==> src/rtl/lssd_pkg.sv <==
package lssd_pkg;

    // Level clocks seen by one stage
    typedef struct packed {
        logic sys;
        logic scan;
        logic l2;
    } lssd_clk_t;

    // What the master latch is open to on a tick
    typedef enum logic [1:0] {
        SRC_HOLD = 2'd0,
        SRC_FUNC = 2'd1,
        SRC_SCAN = 2'd2
    } l1_src_e;

    function automatic logic nor2(input logic a, input logic b);
        return ~(a | b);
    endfunction

    // Exactly one master clock opens the latch; both or none hold it
    function automatic l1_src_e l1_select(input lssd_clk_t c);
        if (c.sys && !c.scan)
            return SRC_FUNC;
        else if (c.scan && !c.sys)
            return SRC_SCAN;
        else
            return SRC_HOLD;
    endfunction

endpackage

==> src/rtl/lssd_clkgen.sv <==
module lssd_clkgen
    import lssd_pkg::*;
#(
    parameter bit DERIVE_L2 = 1'b0
) (
    input  logic      ck_sys,
    input  logic      ck_scan,
    input  logic      ck_l2,
    output lssd_clk_t clks
);

    generate
        if (DERIVE_L2) begin : g_nor_l2
            // Slave open whenever neither master clock is active
            assign clks = '{sys: ck_sys, scan: ck_scan, l2: nor2(ck_sys, ck_scan)};
            logic unused_l2;
            assign unused_l2 = ck_l2;
        end else begin : g_ext_l2
            assign clks = '{sys: ck_sys, scan: ck_scan, l2: ck_l2};
        end
    endgenerate

endmodule

==> src/rtl/lssd_stage.sv <==
module lssd_stage
    import lssd_pkg::*;
(
    input  logic      clk,
    input  logic      rst,
    input  lssd_clk_t clks,
    input  logic      d_func,
    input  logic      scan_d,
    output logic      q
);

    logic    l1_q;
    logic    l2_q;
    l1_src_e src;

    assign src = l1_select(clks);

    always_ff @(posedge clk) begin
        if (rst) begin
            l1_q <= 1'b0;
            l2_q <= 1'b0;
        end else begin
            case (src)
                SRC_FUNC: l1_q <= d_func;
                SRC_SCAN: l1_q <= scan_d;
                default:  l1_q <= l1_q;
            endcase
            if (clks.l2)
                l2_q <= l1_q;
        end
    end

    assign q = l2_q;

    // system clock alone opens master to functional data
    a_r2_func_load: assert property (@(posedge clk) disable iff (rst)
        (clks.sys && !clks.scan) |=> (l1_q == $past(d_func)));

    // scan clock alone opens master to scan data
    a_r3_scan_load: assert property (@(posedge clk) disable iff (rst)
        (clks.scan && !clks.sys) |=> (l1_q == $past(scan_d)));

    // overlapping master clocks leave master unchanged
    a_r5_overlap_hold: assert property (@(posedge clk) disable iff (rst)
        (clks.sys && clks.scan) |=> $stable(l1_q));

    // no master clock, master holds
    a_r9_idle_hold: assert property (@(posedge clk) disable iff (rst)
        (!clks.sys && !clks.scan) |=> $stable(l1_q));

    // slave closed means output holds
    a_r4_slave_hold: assert property (@(posedge clk) disable iff (rst)
        !clks.l2 |=> $stable(q));

endmodule

==> src/rtl/lssd_chain.sv <==
module lssd_chain
    import lssd_pkg::*;
#(
    parameter int CHAIN_LEN = 8,
    parameter bit DERIVE_L2 = 1'b0
) (
    input  logic                 clk,
    input  logic                 rst,
    input  logic                 ck_sys,
    input  logic                 ck_scan,
    input  logic                 ck_l2,
    input  logic [CHAIN_LEN-1:0] d_func,
    input  logic                 scan_in,
    output logic [CHAIN_LEN-1:0] q_par,
    output logic                 scan_out
);

    localparam int LAST = CHAIN_LEN - 1;

    lssd_clk_t          clks;
    logic [CHAIN_LEN:0] link;

    lssd_clkgen #(.DERIVE_L2(DERIVE_L2)) u_clkgen (
        .ck_sys  (ck_sys),
        .ck_scan (ck_scan),
        .ck_l2   (ck_l2),
        .clks    (clks)
    );

    assign link[0] = scan_in;

    generate
        for (genvar i = 0; i < CHAIN_LEN; i++) begin : g_stage
            lssd_stage u_stage (
                .clk    (clk),
                .rst    (rst),
                .clks   (clks),
                .d_func (d_func[i]),
                .scan_d (link[i]),
                .q      (link[i+1])
            );
            assign q_par[i] = link[i+1];
        end
    endgenerate

    assign scan_out = link[LAST+1];

    // reset empties the chain
    a_r1_reset_clear: assert property (@(posedge clk)
        rst |=> (q_par == '0 && scan_out == 1'b0));

    // one shift step moves each slave into the next slave
    a_r3_shift_step: assert property (@(posedge clk) disable iff (rst)
        (ck_scan && !ck_sys && !clks.l2) ##1 (clks.l2 && !ck_sys && !ck_scan)
        |=> (q_par[0] == $past(scan_in, 2)));

endmodule

==> config.mk <==
export PLATFORM = sky130hd
export DESIGN_NAME = lssd_chain
export DESIGN_NICKNAME = d
export VERILOG_FILES = /design/src/rtl/lssd_pkg.sv /design/src/rtl/lssd_clkgen.sv /design/src/rtl/lssd_stage.sv /design/src/rtl/lssd_chain.sv
export SDC_FILE = /design/constraint.sdc
export NUM_CORES = 1
export LEC_CHECK = 0
export BUFFER_PORTS_ARGS = -buffer_cell sky130_fd_sc_hd__buf_2
export CAP_MARGIN = 20
export CORE_MARGIN = 1.5
export CORE_UTILIZATION = 43
export CTS_CLUSTER_DIAMETER = 80
export CTS_CLUSTER_SIZE = 28
export DETAILED_ROUTE_END_ITERATION = 16
export GPL_TIMING_DRIVEN = 0
export MAX_ROUTING_LAYER = met4
export PLACE_DENSITY = 0.77
export SLEW_MARGIN = 40
export SYNTH_ARGS = -nofsm -noshare
export SYNTH_HDL_FRONTEND = slang
export SYNTH_SLANG_ARGS = --single-unit
export TNS_END_PERCENT = 1
==> constraint.sdc <==
create_clock -name clk -period 0.8 [get_ports clk]
set_input_delay 0.08 -clock clk [delete_from_list [all_inputs] [get_ports clk]]
set_output_delay 0.08 -clock clk [all_outputs]
set_load 0.02 [all_outputs]
# Word level (Yosys, flattened, before mapping)
# Cells that the tools add are included.
# op_classes
muxes,10
n_eq_ne,2
reduce_logical,5
# ops
operator,n
one-hot mux 1 bit (2 select lines),8
two-way mux 2 bit,2
equality test 2 x 1 -> 1 bit (second input constant),1
equality test 2 bit (second input constant),1
logical AND 1 bit,2
logical NOT 1 bit,2
nonzero test 2 bit,1
# totals
out_inout_bits,9
register_bits,16
wordCells,33

# Longest topological paths before layout
# depth
ltp_word,6
depth_mapped,5
ltp_nobuf,4

# By module
# From an unflattened synthesis, not the netlist that was laid out.
# unflattened
cells_unflattened,84
hier_area_um2,850.8
# by_module_without_submodules
mod,area_each_um2,instances,seq_area_each_um2,cells_each
lssd_stage,102.6,8,40.0,10
lssd_clkgen,22.5,1,0.0,3
lssd_chain,7.5,1,0.0,1

# Worst setup path before layout
# No wires, ideal clock.
# synth_path
path_type,input-to-reg
start,input port ck_sys
end,register g_stage[0].u_stage.l1_q
n_path_buf,0
required_ns,0.714
setup_ns,0.086
arrival_ns,0.768
stages,4
slack_ns,-0.054
path_cell_list,inv_1 -> ha_1 -> nor2b_1 -> a211oi_1
# synth_between
elab_chain_cells,6
elab_cells_between_ends,9
cone_classes,eq/ne (2); mux (3); reduce/logical (4)
# synth_rtl
item,line_no,rtl
start: declaration,lssd_chain.sv:9,"input logic ck_sys,"
logical NOT 1 bit,lssd_pkg.sv:25,else if (c.scan && !c.sys)
logical AND 1 bit,lssd_pkg.sv:25,
two-way mux 2 bit,lssd_pkg.sv:25,
two-way mux 2 bit *,lssd_pkg.sv:23,if (c.sys && !c.scan)
equality test 2 bit / equality test 2 x 1 -> 1 bit (equally long branches),lssd_stage.sv:23,case (src)
one-hot mux 1 bit (2 select lines) / nonzero test 2 bit (equally long branches),n/a,
end signal: assignment,lssd_stage.sv:24,SRC_FUNC: l1_q <= d_func;
end signal: assignment,lssd_stage.sv:25,SRC_SCAN: l1_q <= scan_d;
end signal: assignment,lssd_stage.sv:26,default: l1_q <= l1_q;
end: declaration,lssd_stage.sv:12,logic l1_q;
# Mark *: on every way between the ends. The rest lies on a longest branch, timed or not.
# A chain may end at the register's enable or synchronous reset.

# Worst setup path after layout
# layout_path
start,register g_stage[4].u_stage.l2_q
end,output port q_par[4]
# layout_rtl
item,line_no,rtl
start: declaration,lssd_stage.sv:13,logic l2_q;
start signal: assignment,lssd_stage.sv:29,l2_q <= l1_q;
end: declaration,lssd_chain.sv:14,"output logic [CHAIN_LEN-1:0] q_par,"
# No word-level cell between the ends.

==> out/metrics.yaml <==
synth:
  synth_top_area_share: 0.4414
  seq_area_frac_synth: 0.4414
  synthCells: 71
  synth_nets: 86
  synth-seq-cells: 16
  synth_area_um2: 725.7
  syn_avg_cell_area_um2: 10.22
  ys_top_cells_by_area: "dfxtp_1, mux2i_1, a211oi_1"
  synth_area_leader_cell: "dfxtp_1"
  synth_cell_type_count: 12
  ys_warn_count: 0
grt:
  grt_max_degree: 11
  grt_pass1_vias: 527
  grt_overflow_total: 0
  grtUsageTotal: 0.1637
  grt_pass1_wl_mm: 2.187
  antenna_found_initial: 0
worst_setup_path:
  cp-start-kind: "register"
  endpoint_kind: "primary output"
  worstSetupPathType: "reg2out"
  cp.required_ns: 0.72
  ff2ff_path_depth: 4
  cp.arrival_ns: 0.85
  cp_max_fo: 2
placed_design:
  gp_congestion: 0.6871
  numPortBuffers: 20
  dp_hpwl_um: 890.1
die:
  io_pins: 23
  start_util: 0.4708
  die_x_um: 44.08
  core_region_area_um2: 1541
  die_area_um2: 1943
  std_cell_rows: 14
  die_y_um: 44.08
sta:
  worstMarginPinSlew_ns: 0.3428
  finalHoldViolCount: 0
  tns_ns: -0.9502
  setup_violations: 12
  skew_ns: 0.0003516
  min_period_over_period: 1.164
  fmax_ghz: 1.074
  fin_crit_ns: 0.9309
  drv_slew: 0
  fin_ws_ns: -0.1309
  rsz0062_at_grt: "yes"
  slew-limit-headroom: 0.7715
layout:
  fillers: 131
  nNetsFinal: 115
  final_core_util: 0.6558
  area_growth_pct: 39.31
  drive_above_1_share: 0.5051
  diodes: 0
clock_network:
  worst_skew_pair.late_latency_ns: 0.28
  root_buffer: "clkbuf_4"
  cts_hold_buf: 0
  cts.sinks: 16
  htree_levels: 1
  cts_tree: "built"
  clockBufferDepth: 2
  cts.clk_slew.worst_paths_ns: 0.09
  cts_buffers: 3
route:
  vias: 589
  first_iter_violations: 11
  postRouteAntennaNets: 0
  drc: 0
  drt-wirelength-per-cell_um: 12.19
  drt_pass1_iterations: 4
  vias_per_cell: 5.122
  drt-total-wl_mm: 1.402
outcome:
  status: "finished with violations"
  violations: "negative setup slack"
run:
  maxCapViolCount: 0
pwr:
  pwr_density_cell_nw_per_um2: 1783
  vdd_ir_drop_max_mv: 0.9830
  power.leakage_nw: 0.4736
worst_hold_path:
  worstHoldPathType: "in2reg"
  whs_path_depth: 3
## timing repair
item / CTS / global route
setup endpoints to repair: 9 / 14
gates resized for setup: 29 / 2
setup buffers: 5 / 2
pin swaps: 4 / 1
## cells in the final DEF, fill, tap and decap left out
| master | instances |
|---|---|
| a211oi_1 | 7 |
| a211oi_2 | 1 |
| buf_2 | 13 |
| buf_4 | 8 |
| buf_6 | 14 |
| clkbuf_1 | 1 |
| clkbuf_4 | 3 |
| clkbuf_8 | 1 |
| dfxtp_1 | 8 |
| dfxtp_2 | 8 |
| ha_4 | 1 |
| inv_1 | 1 |
| inv_2 | 1 |
| mux2i_1 | 16 |
| nor2_1 | 8 |
| nor2b_1 | 8 |
## flip-flops by register name, indices dropped and copies added, names as in the netlist
signal,flops
g_stage.u_stage.l1_q,8
g_stage.u_stage.q,8
## cell type report
| type | count | area (µm²) | share of cell area |
|---|---|---|---|
| inverters | 2 | 7.507 | 0.007426 |
| clock buffers | 4 | 36.28 | 0.03589 |
| well taps | 16 | 20.02 | 0.01980 |
| multi-input cells | 41 | 330.3 | 0.3267 |
| plain buffers | 9 | 81.33 | 0.08045 |
| repair buffers | 27 | 205.2 | 0.2030 |
| flip-flops and latches | 16 | 330.3 | 0.3267 |
## logic make-up (layout without fill, tap and decap cells)
kind of cell    Yosys count  count (layout)  share of synthesized area
fa+ha+maj                 1               1                    0.01724
simple gates             16              16                     0.1103
mux                      16              16                     0.2207
flops                    16              16                     0.4414
compound gates            8               8                    0.08276
buf+inv                  14              42                     0.1276
## synthesized netlist by cell type
master	count
a211oi_1	8
buf_2	2
buf_4	8
buf_6	1
clkbuf_1	1
dfxtp_1	16
ha_1	1
inv_1	1
inv_2	1
mux2i_1	16
nor2_1	8
nor2b_1	8
## metal layers
metal / GRT usage / vias up / share of wire
met5: - / - / 0
met4: 0.1273 / 0 / 0.034
met3: 0.04082 / 6 / 0.050
met2: 0.2588 / 18 / 0.47
met1: 0.1736 / 274 / 0.44
li1: - / 291 / -
## power breakdown
group,internal (mW),switching (mW)
logic,0.207,0.167
clock network,0.277,0.253
registers,0.862,0.0355
## through the flow
step	setup WS (ns)	total power, mW	area (µm²)	instances	hold slack [ns]
finish	-0.1309	1.803	1011	115	0.1253
floorplan	0.005352	1.137	738.2	71	0.3142
global route	-0.1577	1.879	1011	115	0.1227
CTS	-0.1329	1.803	988.4	113	0.1210
global placement	-0.1833	1.217	858.3	107	0.4245
detailed placement	-0.1854	1.223	858.3	107	0.4312
## critical path: stages (launching register included)
cell,delay [ns]
dfxtp_2,0.34
buf_6,0.11
buf_6,0.12
## final timing paths
path / from / end / slack [ns]
hold reg to reg: g_stage[7].u_stage.l1_q / g_stage[7].u_stage.q / 0.50
setup / recovery: g_stage[4].u_stage.q / q_par[4] / -0.13
hold / removal: d_func[0] / g_stage[0].u_stage.l1_q / 0.13
setup reg to reg: g_stage[4].u_stage.q / g_stage[5].u_stage.l1_q / -0.11
Note: power is estimated with default switching activity, not from simulation.
